### src/rtl/dma_chain_pkg.sv
package dma_chain_pkg;

  // address register indices inside the register bank
  localparam int unsigned NUM_AREGS = 8;
  localparam int unsigned IX_NEXT   = 0;
  localparam int unsigned IX_LIMIT  = 1;
  localparam int unsigned IX_START  = 2;
  localparam int unsigned IX_STOP   = 3;
  localparam int unsigned IX_SNEXT  = 4;
  localparam int unsigned IX_SLIMIT = 5;
  localparam int unsigned IX_SSTART = 6;
  localparam int unsigned IX_SSTOP  = 7;

  // control word command bits
  localparam int unsigned CMD_W        = 7;
  localparam int unsigned CMD_SET_EN   = 0;
  localparam int unsigned CMD_ARM      = 1;
  localparam int unsigned CMD_CLR_CMPL = 2;
  localparam int unsigned CMD_RESET    = 3;
  localparam int unsigned CMD_INIT     = 4;
  localparam int unsigned CMD_SET_RD   = 5;
  localparam int unsigned CMD_SET_WR   = 6;

  // register map
  localparam logic [3:0]  OFS_CSR       = 4'd0;
  localparam logic [3:0]  OFS_ALIAS     = 4'd9;
  localparam int unsigned OFS_AREG_BASE = 1;

  localparam int unsigned WORD_BYTES = 4;
  localparam int unsigned PAD_BYTES  = 15;

  // status word, bit 0 is enable
  typedef struct packed {
    logic rd_dir;
    logic bus_exc;
    logic complete;
    logic chain_arm;
    logic enable;
  } chan_stat_t;

endpackage

### src/rtl/dma_addr_regs.sv
module dma_addr_regs
  import dma_chain_pkg::*;
#(
  parameter int unsigned AW = 32
) (
  input  logic                               clk,
  input  logic                               rst_n,
  input  logic [NUM_AREGS-1:0]               sw_we,
  input  logic [AW-1:0]                      sw_wdata,
  input  logic                               hw_adv,
  input  logic                               hw_reload,
  output logic [NUM_AREGS-1:0][AW-1:0]       regs_q
);

  localparam logic [AW-1:0] STEP = AW'(WORD_BYTES);

  logic [NUM_AREGS-1:0][AW-1:0] regs_d;
  logic [NUM_AREGS-1:0]         load_en;

  // next-state: hardware updates first, software writes take precedence
  always_comb begin
    regs_d  = regs_q;
    load_en = sw_we;
    if (hw_adv) begin
      regs_d[IX_NEXT]  = regs_q[IX_NEXT] + STEP;
      load_en[IX_NEXT] = 1'b1;
    end
    if (hw_reload) begin
      regs_d[IX_NEXT]    = regs_q[IX_START];
      regs_d[IX_LIMIT]   = regs_q[IX_STOP];
      regs_d[IX_SNEXT]   = regs_q[IX_SSTART];
      regs_d[IX_SLIMIT]  = regs_q[IX_SSTOP];
      load_en[IX_NEXT]   = 1'b1;
      load_en[IX_LIMIT]  = 1'b1;
      load_en[IX_SNEXT]  = 1'b1;
      load_en[IX_SLIMIT] = 1'b1;
    end
    for (int i = 0; i < NUM_AREGS; i++) begin
      if (sw_we[i]) regs_d[i] = sw_wdata;
    end
  end

  always_ff @(posedge clk or negedge rst_n) begin
    if (!rst_n) begin
      regs_q <= '0;
    end else begin
      for (int i = 0; i < NUM_AREGS; i++) begin
        if (load_en[i]) regs_q[i] <= regs_d[i];
      end
    end
  end


  ptr_step_chk: assert property (@(posedge clk) disable iff (!rst_n)
    (hw_adv && !sw_we[IX_NEXT]) |=> regs_q[IX_NEXT] == $past(regs_q[IX_NEXT]) + STEP);


  reload_ptr_chk: assert property (@(posedge clk) disable iff (!rst_n)
    (hw_reload && !sw_we[IX_NEXT] && !sw_we[IX_START])
      |=> regs_q[IX_NEXT] == $past(regs_q[IX_START]));


  limit_wr_chk: assert property (@(posedge clk) disable iff (!rst_n)
    sw_we[IX_LIMIT] |=> regs_q[IX_LIMIT] == $past(sw_wdata));

endmodule

### src/rtl/dma_csr_ctrl.sv
module dma_csr_ctrl
  import dma_chain_pkg::*;
(
  input  logic             clk,
  input  logic             rst_n,
  input  logic             csr_we,
  input  logic [CMD_W-1:0] csr_cmd,
  input  logic             alias_init,
  input  logic             at_end,
  input  logic             bus_err_evt,
  output chan_stat_t       stat_q,
  output logic             hw_reload
);

  chan_stat_t stat_d;
  logic       fin_evt;
  logic       init_act;
  logic       hw_set;

  assign fin_evt   = stat_q.enable & at_end;
  assign hw_reload = fin_evt & stat_q.chain_arm;
  assign init_act  = (csr_we & csr_cmd[CMD_INIT]) | alias_init;
  assign hw_set    = fin_evt | bus_err_evt;

  always_comb begin
    stat_d = stat_q;
    // hardware events
    if (bus_err_evt) begin
      stat_d.enable   = 1'b0;
      stat_d.complete = 1'b1;
      stat_d.bus_exc  = 1'b1;
    end else if (fin_evt) begin
      stat_d.complete = 1'b1;
      if (stat_q.chain_arm) stat_d.chain_arm = 1'b0;
      else                  stat_d.enable    = 1'b0;
    end
    // software commands
    if (init_act && !bus_err_evt) stat_d.bus_exc = 1'b0;
    if (csr_we) begin
      if (csr_cmd[CMD_CLR_CMPL] && !hw_set) stat_d.complete = 1'b0;
      if (csr_cmd[CMD_SET_RD])      stat_d.rd_dir = 1'b1;
      else if (csr_cmd[CMD_SET_WR]) stat_d.rd_dir = 1'b0;
      if (csr_cmd[CMD_RESET]) begin
        stat_d.enable    = 1'b0;
        stat_d.chain_arm = 1'b0;
        stat_d.complete  = 1'b0;
      end else begin
        if (csr_cmd[CMD_SET_EN]) stat_d.enable    = 1'b1;
        if (csr_cmd[CMD_ARM])    stat_d.chain_arm = 1'b1;
      end
    end
  end

  always_ff @(posedge clk or negedge rst_n) begin
    if (!rst_n) stat_q <= '0;
    else        stat_q <= stat_d;
  end


  rst_cmd_chk: assert property (@(posedge clk) disable iff (!rst_n)
    (csr_we && csr_cmd[CMD_RESET]) |=> (!stat_q.enable && !stat_q.chain_arm && !stat_q.complete));


  stop_fin_chk: assert property (@(posedge clk) disable iff (!rst_n)
    (fin_evt && !stat_q.chain_arm && !csr_we) |=> (!stat_q.enable && stat_q.complete));


  chain_fin_chk: assert property (@(posedge clk) disable iff (!rst_n)
    (fin_evt && stat_q.chain_arm && !csr_we) |=> (stat_q.enable && !stat_q.chain_arm && stat_q.complete));


  berr_stop_chk: assert property (@(posedge clk) disable iff (!rst_n)
    (bus_err_evt && !csr_we) |=> (stat_q.bus_exc && stat_q.complete && !stat_q.enable));

endmodule

### src/rtl/dma_word_mover.sv
module dma_word_mover
  import dma_chain_pkg::*;
#(
  parameter int unsigned AW       = 32,
  parameter bit          PAD_MODE = 1'b0
) (
  input  logic          clk,
  input  logic          rst_n,
  input  logic          enable,
  input  logic          rd_dir,
  input  logic [AW-1:0] next_addr,
  input  logic [AW-1:0] limit_addr,
  input  logic          mem_ack,
  input  logic          mem_err,
  input  logic [31:0]   mem_rdata,
  input  logic [31:0]   dev_rx_data,
  output logic          at_end,
  output logic          accept,
  output logic          bus_err_evt,
  output logic          mem_req,
  output logic [AW-1:0] mem_addr,
  output logic          mem_we,
  output logic [31:0]   mem_wdata,
  output logic          dev_rx_take,
  output logic [31:0]   dev_tx_data,
  output logic          dev_tx_valid
);

  logic [AW-1:0] end_addr;
  logic [31:0]   tx_data_d;
  logic          tx_valid_d;
  logic          tx_load;

  generate
    if (PAD_MODE) begin : g_pad
      assign end_addr = {1'b0, limit_addr[AW-2:0]} - AW'(PAD_BYTES);
    end else begin : g_plain
      assign end_addr = limit_addr;
    end
  endgenerate

  assign at_end      = (next_addr == end_addr);
  assign mem_req     = enable & ~at_end;
  assign mem_addr    = next_addr;
  assign mem_we      = rd_dir;
  assign mem_wdata   = dev_rx_data;
  assign bus_err_evt = mem_req & mem_err;
  assign accept      = mem_req & mem_ack & ~mem_err;
  assign dev_rx_take = accept & rd_dir;

  assign tx_load = accept & ~rd_dir;

  always_comb begin
    tx_valid_d = tx_load;
    tx_data_d  = tx_load ? mem_rdata : dev_tx_data;
  end

  always_ff @(posedge clk or negedge rst_n) begin
    if (!rst_n) begin
      dev_tx_valid <= 1'b0;
      dev_tx_data  <= '0;
    end else begin
      dev_tx_valid <= tx_valid_d;
      if (tx_load) dev_tx_data <= tx_data_d;
    end
  end


  tx_follow_chk: assert property (@(posedge clk) disable iff (!rst_n)
    tx_load |=> (dev_tx_valid && dev_tx_data == $past(mem_rdata)));


  rx_dir_chk: assert property (@(posedge clk) disable iff (!rst_n)
    dev_rx_take |-> (mem_we && mem_req));

endmodule

### src/rtl/dma_chain_chan.sv
module dma_chain_chan
  import dma_chain_pkg::*;
#(
  parameter int unsigned AW       = 32,
  parameter bit          PAD_MODE = 1'b0
) (
  input  logic          clk,
  input  logic          rst_n,
  input  logic          reg_we,
  input  logic [3:0]    reg_addr,
  input  logic [31:0]   reg_wdata,
  output logic [31:0]   reg_rdata,
  output logic          irq,
  output logic          mem_req,
  output logic [AW-1:0] mem_addr,
  output logic          mem_we,
  output logic [31:0]   mem_wdata,
  input  logic [31:0]   mem_rdata,
  input  logic          mem_ack,
  input  logic          mem_err,
  input  logic [31:0]   dev_rx_data,
  output logic          dev_rx_take,
  output logic [31:0]   dev_tx_data,
  output logic          dev_tx_valid
);

  // reset: asynchronous assert, synchronous release
  logic [1:0] rst_pipe;
  logic       rst_ni;

  always_ff @(posedge clk or negedge rst_n) begin
    if (!rst_n) rst_pipe <= '0;
    else        rst_pipe <= {rst_pipe[0], 1'b1};
  end
  assign rst_ni = rst_pipe[1];

  logic                         csr_we;
  logic                         alias_we;
  logic [NUM_AREGS-1:0]         sw_we;
  logic [NUM_AREGS-1:0][AW-1:0] regs_q;
  chan_stat_t                   stat_q;
  logic                         hw_reload;
  logic                         at_end;
  logic                         accept;
  logic                         bus_err_evt;
  logic                         en_w;

  // register bus decode
  always_comb begin
    csr_we   = reg_we && (reg_addr == OFS_CSR);
    alias_we = reg_we && (reg_addr == OFS_ALIAS);
    for (int i = 0; i < NUM_AREGS; i++) begin
      sw_we[i] = reg_we && (reg_addr == 4'(i + OFS_AREG_BASE));
    end
    sw_we[IX_NEXT] = sw_we[IX_NEXT] | alias_we;
  end

  // register read mux
  always_comb begin
    reg_rdata = '0;
    if (reg_addr == OFS_CSR) begin
      reg_rdata = 32'(stat_q);
    end else if (reg_addr == OFS_ALIAS) begin
      reg_rdata = 32'(regs_q[IX_NEXT]);
    end else begin
      for (int i = 0; i < NUM_AREGS; i++) begin
        if (reg_addr == 4'(i + OFS_AREG_BASE)) reg_rdata = 32'(regs_q[i]);
      end
    end
  end

  dma_addr_regs #(.AW(AW)) u_regs (
    .clk       (clk),
    .rst_n     (rst_ni),
    .sw_we     (sw_we),
    .sw_wdata  (reg_wdata[AW-1:0]),
    .hw_adv    (accept),
    .hw_reload (hw_reload),
    .regs_q    (regs_q)
  );

  dma_csr_ctrl u_ctrl (
    .clk         (clk),
    .rst_n       (rst_ni),
    .csr_we      (csr_we),
    .csr_cmd     (reg_wdata[CMD_W-1:0]),
    .alias_init  (alias_we),
    .at_end      (at_end),
    .bus_err_evt (bus_err_evt),
    .stat_q      (stat_q),
    .hw_reload   (hw_reload)
  );

  dma_word_mover #(.AW(AW), .PAD_MODE(PAD_MODE)) u_mover (
    .clk          (clk),
    .rst_n        (rst_ni),
    .enable       (stat_q.enable),
    .rd_dir       (stat_q.rd_dir),
    .next_addr    (regs_q[IX_NEXT]),
    .limit_addr   (regs_q[IX_LIMIT]),
    .mem_ack      (mem_ack),
    .mem_err      (mem_err),
    .mem_rdata    (mem_rdata),
    .dev_rx_data  (dev_rx_data),
    .at_end       (at_end),
    .accept       (accept),
    .bus_err_evt  (bus_err_evt),
    .mem_req      (mem_req),
    .mem_addr     (mem_addr),
    .mem_we       (mem_we),
    .mem_wdata    (mem_wdata),
    .dev_rx_take  (dev_rx_take),
    .dev_tx_data  (dev_tx_data),
    .dev_tx_valid (dev_tx_valid)
  );

  assign irq  = stat_q.complete;
  assign en_w = stat_q.enable;


  irq_rise_chk: assert property (@(posedge clk) disable iff (!rst_ni)
    $rose(irq) |-> $past(en_w));


  alias_init_chk: assert property (@(posedge clk) disable iff (!rst_ni)
    (alias_we && !bus_err_evt) |=> !stat_q.bus_exc);


  stop_req_chk: assert property (@(posedge clk) disable iff (!rst_ni)
    (csr_we && reg_wdata[CMD_RESET]) |=> !mem_req);

endmodule

### config.mk
export PLATFORM = sky130hd
export DESIGN_NAME = dma_chain_chan
export DESIGN_NICKNAME = d
export VERILOG_FILES = /design/src/rtl/dma_chain_pkg.sv /design/src/rtl/dma_addr_regs.sv /design/src/rtl/dma_csr_ctrl.sv /design/src/rtl/dma_word_mover.sv /design/src/rtl/dma_chain_chan.sv
export SDC_FILE = /design/constraint.sdc
export NUM_CORES = 1
export LEC_CHECK = 0
export ABC_AREA = 1
export CORE_ASPECT_RATIO = 0.9
export CORE_MARGIN = 3
export CORE_UTILIZATION = 25
export CTS_BUF_LIST = sky130_fd_sc_hd__clkbuf_16
export DETAILED_ROUTE_END_ITERATION = 12
export PLACE_DENSITY_LB_ADDON = 0.05
export REMOVE_ABC_BUFFERS = 1
export SKIP_LAST_GASP = 1
export SLEW_MARGIN = 15
export SYNTH_ARGS = -nofsm -noshare
export SYNTH_HDL_FRONTEND = slang
export SYNTH_HIERARCHICAL = 1
export SYNTH_SLANG_ARGS = --single-unit
### constraint.sdc
create_clock -name clk -period 13.6 [get_ports clk]
set_input_delay 2.04 -clock clk [delete_from_list [all_inputs] [get_ports clk]]
set_output_delay 2.04 -clock clk [all_outputs]
set_load 0.005 [all_outputs]
Word level (Yosys, flattened, before mapping)
Index checks and enable logic that the tools add are counted.
W data, S select, Z words.
Word-level totals
  input port bits: 105
  logic and storage cells: 103
  output and inout bits: 133
  register bits after elaboration: 296
Operators by class
  reduce and logical (&&, ||, !) cells: 26
  mux-type cells: 35
  equality and inequality tests: 10
  add/subtract/negate cells: 1
  bitwise gates (word level): 15
Operator list (count)
  $mux W32: 15
  $mux W64: 2
  $add A32 B3 Y32 const B: 1
  $eq A32 B32 Y1: 1
  $eq A4 B3 Y1 const B: 4
  $mux W1: 13
  $logic_and A1 B1 Y1: 12
  $reduce_and A2 Y1: 5
  $reduce_bool A2 Y1: 5
  $and A1 B1 Y1: 9
  $eq A4 B2 Y1 const B: 2
  $eq A4 B4 Y1 const B: 2
  $mux W2: 3
  $mux W3: 2
  $eq A4 B1 Y1 const B: 1
  $logic_not A4 Y1: 1
  $not A1 Y1: 3
  $or A1 B1 Y1: 3
  $reduce_bool A3 Y1: 1
  $logic_not A1 Y1: 2

Longest topological paths before layout
Gate-level depths: netlist (run 1).
  word-level depth: 11
  depth in mapped cells: 17
  gate-level depth less buffers: 16

Hierarchy
Netlist (run 1), hierarchy kept.
By module, submodules not included
  dma_addr_regs: sequential area each 6406.1 µm², area an instance 11377.2 µm², cells each 1318, times used 1
  dma_word_mover: sequential area each 825.8 µm², area an instance 2781.4 µm², cells each 434, times used 1
  dma_chain_chan: sequential area each 50.0 µm², area an instance 2606.2 µm², cells each 586, times used 1
  dma_csr_ctrl: sequential area each 125.1 µm², area an instance 226.5 µm², cells each 28, times used 1

Least setup slack after synthesis (run 1)
OpenSTA, ideal clock, no wires.
  path type: input -> output
  from: in reg_addr[0]
  to: out reg_rdata[27]
  path buffers: 2
  setup slack: 8.464 ns
  arrival time: 3.096 ns
  stages: 11
  data required time: 11.560 ns
  cells stage by stage: buf_4 > nor2_2 > inv_2 > nor2_4 > inv_2 > buf_2 > nor2_1 > nor2_1 > nand4_1 > nor2_1 > nor2_1
On the way
  word-level cells in the longest chain between the ends: 11
  elaborated cells between the ends (all ways): 20
  those cells by class: eq/ne: 9; mux: 10; reduce/logical: 1
Ends and longest elaborated chain
  from (decl): RTL line dma_chain_chan.sv:10  | input logic [3:0] reg_addr,
  $eq A4 B1 Y1: RTL line dma_chain_chan.sv:67  | if (reg_addr == 4'(i + OFS_AREG_BASE)) reg_rdata = 32'(regs_q[i]);
  $mux W32 (8 in a row): RTL line dma_chain_chan.sv:67
  $mux W32: RTL line dma_chain_chan.sv:63  | end else if (reg_addr == OFS_ALIAS) begin
  $mux W32 (*): RTL line dma_chain_chan.sv:61  | if (reg_addr == OFS_CSR) begin
  to (decl): RTL line dma_chain_chan.sv:12  | output logic [31:0] reg_rdata,
Every way passes the cells marked *; elsewhere a longest branch is shown, timed or not.

Worst setup path in the final report (run 1)
  from: in reg_addr[0]
  to: out reg_rdata[14]
Same word-level chain as after synthesis.

==> impl_metrics.py, run 1 <==
metrics = {
    "cells_and_area": {
        "finalNonFillerCells": 3316,
        "fin_nets": 2516,
        "layout_commonest_cell": "nand2_1",
        "fillerInstances": 7319,
        "seqCellArea_sq_um": 7410,
        "post-route-util_pct": 30.2,
        "drive_gt1_share_pct": 6.35,
        "multi_input_area_sq_um": 7460,
        "syn2layout_area_growth_pct": 19.4,
        "final_cell_mix": "nand2_1, dfrtp_1, inv_1",
        "final_area_sq_um": 20300,
        "diodes": 0,
    },
    "clock_tree": {
        "cts_hold_buf": 0,
        "cts.htree.levels": 2,
        "clock_latency_ps": 560,
        "cts_root_buffer": "clkbuf_16",
        "post_cts_buffers": 0,
        "cts_buffers": 40,
        "clockBufferDepth": 3,
        "cts.sinks": 296,
        "cts_tree": "built",
        "cts.clk_slew.worst_paths_ps": 50,
        "cts_resized": 0,
    },
    "place": {
        "finalWeightedCongestion": 0.804,
        "dp_cells": 3242,
        "numPortBuffers": 173,
        "placed_area_sq_um": 19000,
        "hpwlAfterDp_um": 44100,
        "dpl_worst_slack_ps": 6210,
    },
    "floorplan": {
        "die_w_um": 281,
        "initial_core_util_pct": 25.3,
        "io_pins": 238,
        "coreArea_sq_um": 67100,
        "die_area_sq_um": 71100,
        "rows": 90,
        "die_h_um": 253,
    },
    "synth": {
        "ys_async_sr_fraction_pct": 100,
        "synthXorXnorAreaFrac_pct": 1.03,
        "synth_edf_count": 0,
        "synth_compound_area_share_pct": 13.5,
        "synthAdderAreaFrac_pct": 0.0736,
        "ys_ff_latch": 296,
        "synth_cell_type_count": 45,
        "muxShareOfSynthArea_pct": 0.133,
        "syn_area_per_cell_sq_um": 7.18,
        "yosysTopAreaCellShare_pct": 43.6,
        "synth_top_family_by_area": "simple AND/OR/NAND/NOR gates",
        "synth_area_leader_cell": "dfrtp_1",
        "synth_area_leaders": "dfrtp_1, nand2_1, inv_1, nor2_1, a21oi_1",
        "yosys.area_share.simple_pct": 28.5,
        "ys_warn_count": 6,
        "netlist_instances": 2366,
        "synthFlopType": "dfrtp_1",
        "ys_seq_area_share_pct": 43.6,
        "syn-cell-area_sq_um": 17000,
    },
    "sta": {
        "layout_setup_ws_ps": 6250,
        "drv_slew": 0,
        "worst_slew_pin_slew_ps": 1080,
        "period_minus_slack_ps": 7350,
        "relSlewSlack_pct": 28.2,
        "max_freq_mhz": 136,
        "setup_viol_count_final": 0,
        "clock-skew-final_ps": 36.7,
        "rsz0062_at_grt": "false",
        "finalHoldViolCount": 0,
        "period_share_pct": 54.1,
        "finalSetupTns_ps": 0,
        "hold_ws_ps": 358,
    },
    "worst_setup_path": {
        "cp_cell_sequence": "clkdlybuf4s50_1, inv_2, nor2_2, nand2_1, nor2_4, buf_4, inv_2, nor2_1, a21oi_1, clkdlybuf4s50_1",
        "startpoint_type": "input port",
        "crit_fanout": 43,
        "rrSetupSlack_ps": 9670,
        "r2r-end": "u_regs/regs_q[180]",
        "max_stage_delay_ps": 770,
        "r2r.worst_path.cells": 16,
        "endpoint": "reg_rdata[14]",
        "critPathBufInv": 5,
        "path_class": "input port to output pin",
        "startpoint": "reg_addr[0]",
        "crit_slowest_cell": "clkdlybuf4s50_1",
        "path_depth": 10,
        "cp.arrival_ps": 5310,
        "crit_path_end_kind": "output pin",
        "required_ps": 11560,
        "timing.rr.start": "u_regs/regs_q[26]",
        "critPathTopFamily": "buffers and inverters",
    },
    "grt": {
        "antenna_found_initial": 0,
        "met3_usage_pct": 2.85,
        "overflow": 0,
        "grt_use_met2_pct": 31.5,
        "grt_pass1_vias": 15500,
        "grt_use_met1_pct": 27.0,
        "grt-busiest-layer": "met2",
        "grt_pass1_wl_um": 104000,
        "grt_max_degree": 69,
        "grt_usage_pct": 19.3,
    },
    "power_and_ir_drop": {
        "power.density_nw_per_um2": 168,
        "finalPower_mw": 3.41,
        "peakVddDrop_mv": 0.0846,
        "p_leak_nw": 9.37,
    },
    "hold_path": {
        "hold_path_class": "flop to flop",
    },
    "drt": {
        "drt_iter0_drc": 916,
        "viasPerCell": 4.73,
        "routedWlPerCell_um": 20.9,
        "drc_errors": 0,
        "ant_nets": 0,
        "vias": 15700,
        "first_pass_iters": 5,
        "drt-total-wl_um": 69200,
    },
    "outcome": {
        "status": "complete, no violations",
    },
    "run": {
        "cap_violations": 0,
    },
}
synth_stat cells (2+ instances only):
cell,n
nor2_4,11
o21ai_0,128
o21ai_1,3
o21bai_1,3
a211oi_1,17
clkbuf_1,61
buf_6,6
a221oi_1,15
a31oi_1,9
dlymetal6s2s_1,2
clkbuf_8,2
buf_1,12
inv_2,11
nor3_1,34
a21oi_1,171
xnor2_1,11
or2_2,7
or2_0,3
xor2_1,9
a22oi_1,3
buf_2,40
dfrtp_1,296
nand2_2,9
buf_4,73
nand2_1,635
clkinv_1,4
mux2_2,2
and2_1,6
nor2_2,7
nor4_1,2
or2_1,3
o22ai_1,66
inv_1,265
nand4_1,71
clkbuf_2,7
nand3_1,89
nor2_1,265
kinds of logic after synthesis:
family,after synthesis
flops,296
buf+inv,483
fa+ha+maj,1
other cells,1
compound gates,416
xor+xnor,20
mux,2
simple gates,1147
how the worst min path moves through the flow:
stage                start           to  cells past startpoint
2_1_floorplan  rst_pipe[0]  rst_pipe[1]                      0
3_3_place_gp   rst_pipe[0]  rst_pipe[1]                      0
3_5_place_dp   rst_pipe[0]  rst_pipe[1]                      0
4_1_cts        rst_pipe[0]  rst_pipe[1]                      0
5_1_grt        rst_pipe[0]  rst_pipe[1]                      0
6_report       rst_pipe[0]  rst_pipe[1]                      0
final cells by class:
type	instances	share of cell area, %
well taps	874	5.39
repair buffers	205	9.72
flip-flops and latches	296	36.5
clock buffers	42	5.18
clock inverters	32	1.27
inverters	280	5.18
multi-input cells	1587	36.8
worst register-to-register path, delay by kind of cell, from the launching register on:
kind | cells | cell delay (ps)
buf+inv | 5 | 1570
simple gates | 10 | 1280
flops | 1 | 720
compound gates | 1 | 190
flip-flops by register name, indices dropped and copies added, names as in the netlist:
| register | cells |
|---|---|
| u_regs/regs_q | 256 |
| u_mover/dev_tx_data | 32 |
| u_ctrl/stat_q | 5 |
| u_mover/dev_tx_valid | 1 |
| rst_pipe | 2 |
where the power goes:
| group | switching (mW) | internal, mW |
|---|---|---|
| logic | 0.498 | 0.433 |
| registers | 0.292 | 1.12 |
| clock network | 0.432 | 0.634 |
layer usage:
metal / wire length, um / part of all wire [%]
met5: 0 / 0
met1: 33200 / 48
met3: 2920 / 4.2
met2: 31900 / 46
met4: 1120 / 1.6
Note: power is estimated with default switching activity, not from simulation.
==> run 2, diff against run 1 <==
clock period = 7.5 ns   (was 13.6 ns; I/O delays follow)
==> run 2 against run 1 <==
  * Combinational power grew 83%
  * Worst hold slack improved by 1.8 ps
  * Core utilization decreased by 0.18 points
  * Routed wire length is 0.70% higher
  * Design area down 0.61%
  * Sequential share of layout area increased by 0.22 points
  * Clock skew fell by 13 ps
  * Total power is 78% higher
  * Clock power rose by 69%
  * Die area unchanged
  * Sequential power rose by 80%
  * Critical path type unchanged
  * Critical endpoint is now reg_rdata[22]
==> impl_metrics.py, run 2 (synthesis results as in run 1) <==
metrics = {
    "floorplan": {
        "coreArea_sq_um": 67100,
        "io_pins": 238,
        "rows": 90,
        "initial_core_util_pct": 25.3,
        "die_h_um": 253,
        "die_area_sq_um": 71100,
        "die_w_um": 281,
    },
    "cells_and_area": {
        "layout_commonest_cell": "nand2_1",
        "largest_reg_flops": 256,
        "top_regs": "u_regs/regs_q (256), u_mover/dev_tx_data (32), u_ctrl/stat_q (5)",
        "diodes": 0,
        "drive_gt1_share_pct": 5.84,
        "fin_nets": 2514,
        "fillerInstances": 7384,
        "final_cell_mix": "nand2_1, dfrtp_1, inv_1",
        "syn2layout_area_growth_pct": 18.7,
        "final_area_sq_um": 20200,
        "top_register": "u_regs/regs_q",
    },
    "power_and_ir_drop": {
        "peakVddDrop_mv": 0.156,
        "power.density_nw_per_um2": 301,
        "finalPower_mw": 6.07,
        "p_leak_nw": 9.32,
    },
    "run": {
        "cap_violations": 0,
    },
    "drt": {
        "drt-total-wl_um": 69600,
        "drt_iter0_drc": 813,
        "drc_errors": 0,
        "routedWlPerCell_um": 21.1,
        "viasPerCell": 4.75,
        "ant_nets": 0,
        "first_pass_iters": 5,
        "vias": 15700,
    },
    "clock_tree": {
        "cts.htree.levels": 2,
        "cts.sinks": 296,
        "post_cts_buffers": 0,
        "cts_root_buffer": "clkbuf_16",
        "cts_resized": 0,
        "cts.clk_slew.worst_paths_ps": 50,
        "cts_tree": "built",
        "cts_buffers": 40,
        "clockBufferDepth": 3,
        "cts_hold_buf": 0,
        "clock_latency_ps": 570,
    },
    "sta": {
        "finalHoldViolCount": 0,
        "drv_slew": 0,
        "period_share_pct": 73.2,
        "hold_ws_ps": 360,
        "worst_slew_pin_slew_ps": 1090,
        "clock-skew-final_ps": 23.3,
        "rsz0062_at_grt": "false",
        "setup_viol_count_final": 0,
        "finalSetupTns_ps": 0,
        "period_minus_slack_ps": 5490,
        "layout_setup_ws_ps": 2010,
        "relSlewSlack_pct": 26.9,
        "max_freq_mhz": 182,
    },
    "grt": {
        "grt_max_degree": 168,
        "grt_usage_pct": 19.6,
        "grt_pass1_vias": 15700,
        "antenna_found_initial": 0,
        "overflow": 0,
        "grt_pass1_wl_um": 105000,
    },
    "place": {
        "placed_area_sq_um": 19000,
        "dpl_worst_slack_ps": 2020,
        "hpwlAfterDp_um": 44300,
        "numPortBuffers": 173,
        "finalWeightedCongestion": 0.797,
    },
    "worst_setup_path": {
        "cp.arrival_ps": 4360,
        "startpoint_type": "input port",
        "crit_fanout": 43,
        "startpoint": "reg_addr[0]",
        "required_ps": 6380,
        "path_class": "input port to output pin",
        "timing.rr.start": "u_regs/regs_q[26]",
        "crit_path_end_kind": "output pin",
    },
    "hold_path": {
        "hold_path_class": "flop to flop",
        "min-delay-start": "rst_pipe[0]",
    },
    "outcome": {
        "status": "complete, no violations",
    },
}
## run 2: metrics by stage
stage	utilization, %	cells
CTS	30.1	3307
detailed placement	28.3	3240
global route	30.1	3307
global placement	28.3	3240
floorplan	-	2163
finish	30.1	3307
## run 2: report_power, final
part / leakage (nW) / internal, mW / switching, mW / total (mW)
clock network: 0.619 / 1.03 / 0.774 / 1.81
registers: 3.50 / 2.04 / 0.522 / 2.56
logic: 5.20 / 0.786 / 0.918 / 1.70
total: 9.32 / 3.86 / 2.21 / 6.07
## run 2: final cells by class
type                    count  area [sq um]  area share, %
clock buffers              42          1050           5.21
flip-flops and latches    296          7410           36.7
multi-input cells        1587          7460           37.0
clock inverters            25           136          0.676
repair buffers            203          1970           9.76
inverters                 280          1050           5.21
well taps                 874          1090           5.42
## run 2: worst paths after layout
check	endpoint	cells past startpoint	slack, ps
min in group asynchronous	u_regs/regs_q[228]	1	560
max	reg_rdata[22]	10	2010
min reg2reg	rst_pipe[1]	0	360
max reg2reg	u_regs/regs_q[158]	16	2720
max in group asynchronous	u_regs/regs_q[145]	2	5370
min	rst_pipe[1]	0	360
## run 2: per-layer routing
layer	part of all wire, %	up-vias	global-route usage [%]
li1	-	7625	-
met1	48	7656	27.0
met2	46	332	32.1
met3	4.1	84	3.00
met4	2.1	0	4.69
met5	0	-	0.540
## run 2: critical path, cell delays in order
cell and delay (ps):
clkdlybuf4s50_1 640, inv_2 130, nor2_2 80, nand2_1 180, nor2_4 30, buf_4 230
inv_2 800, nor2_1 100, a21oi_1 380, clkdlybuf4s50_1 610
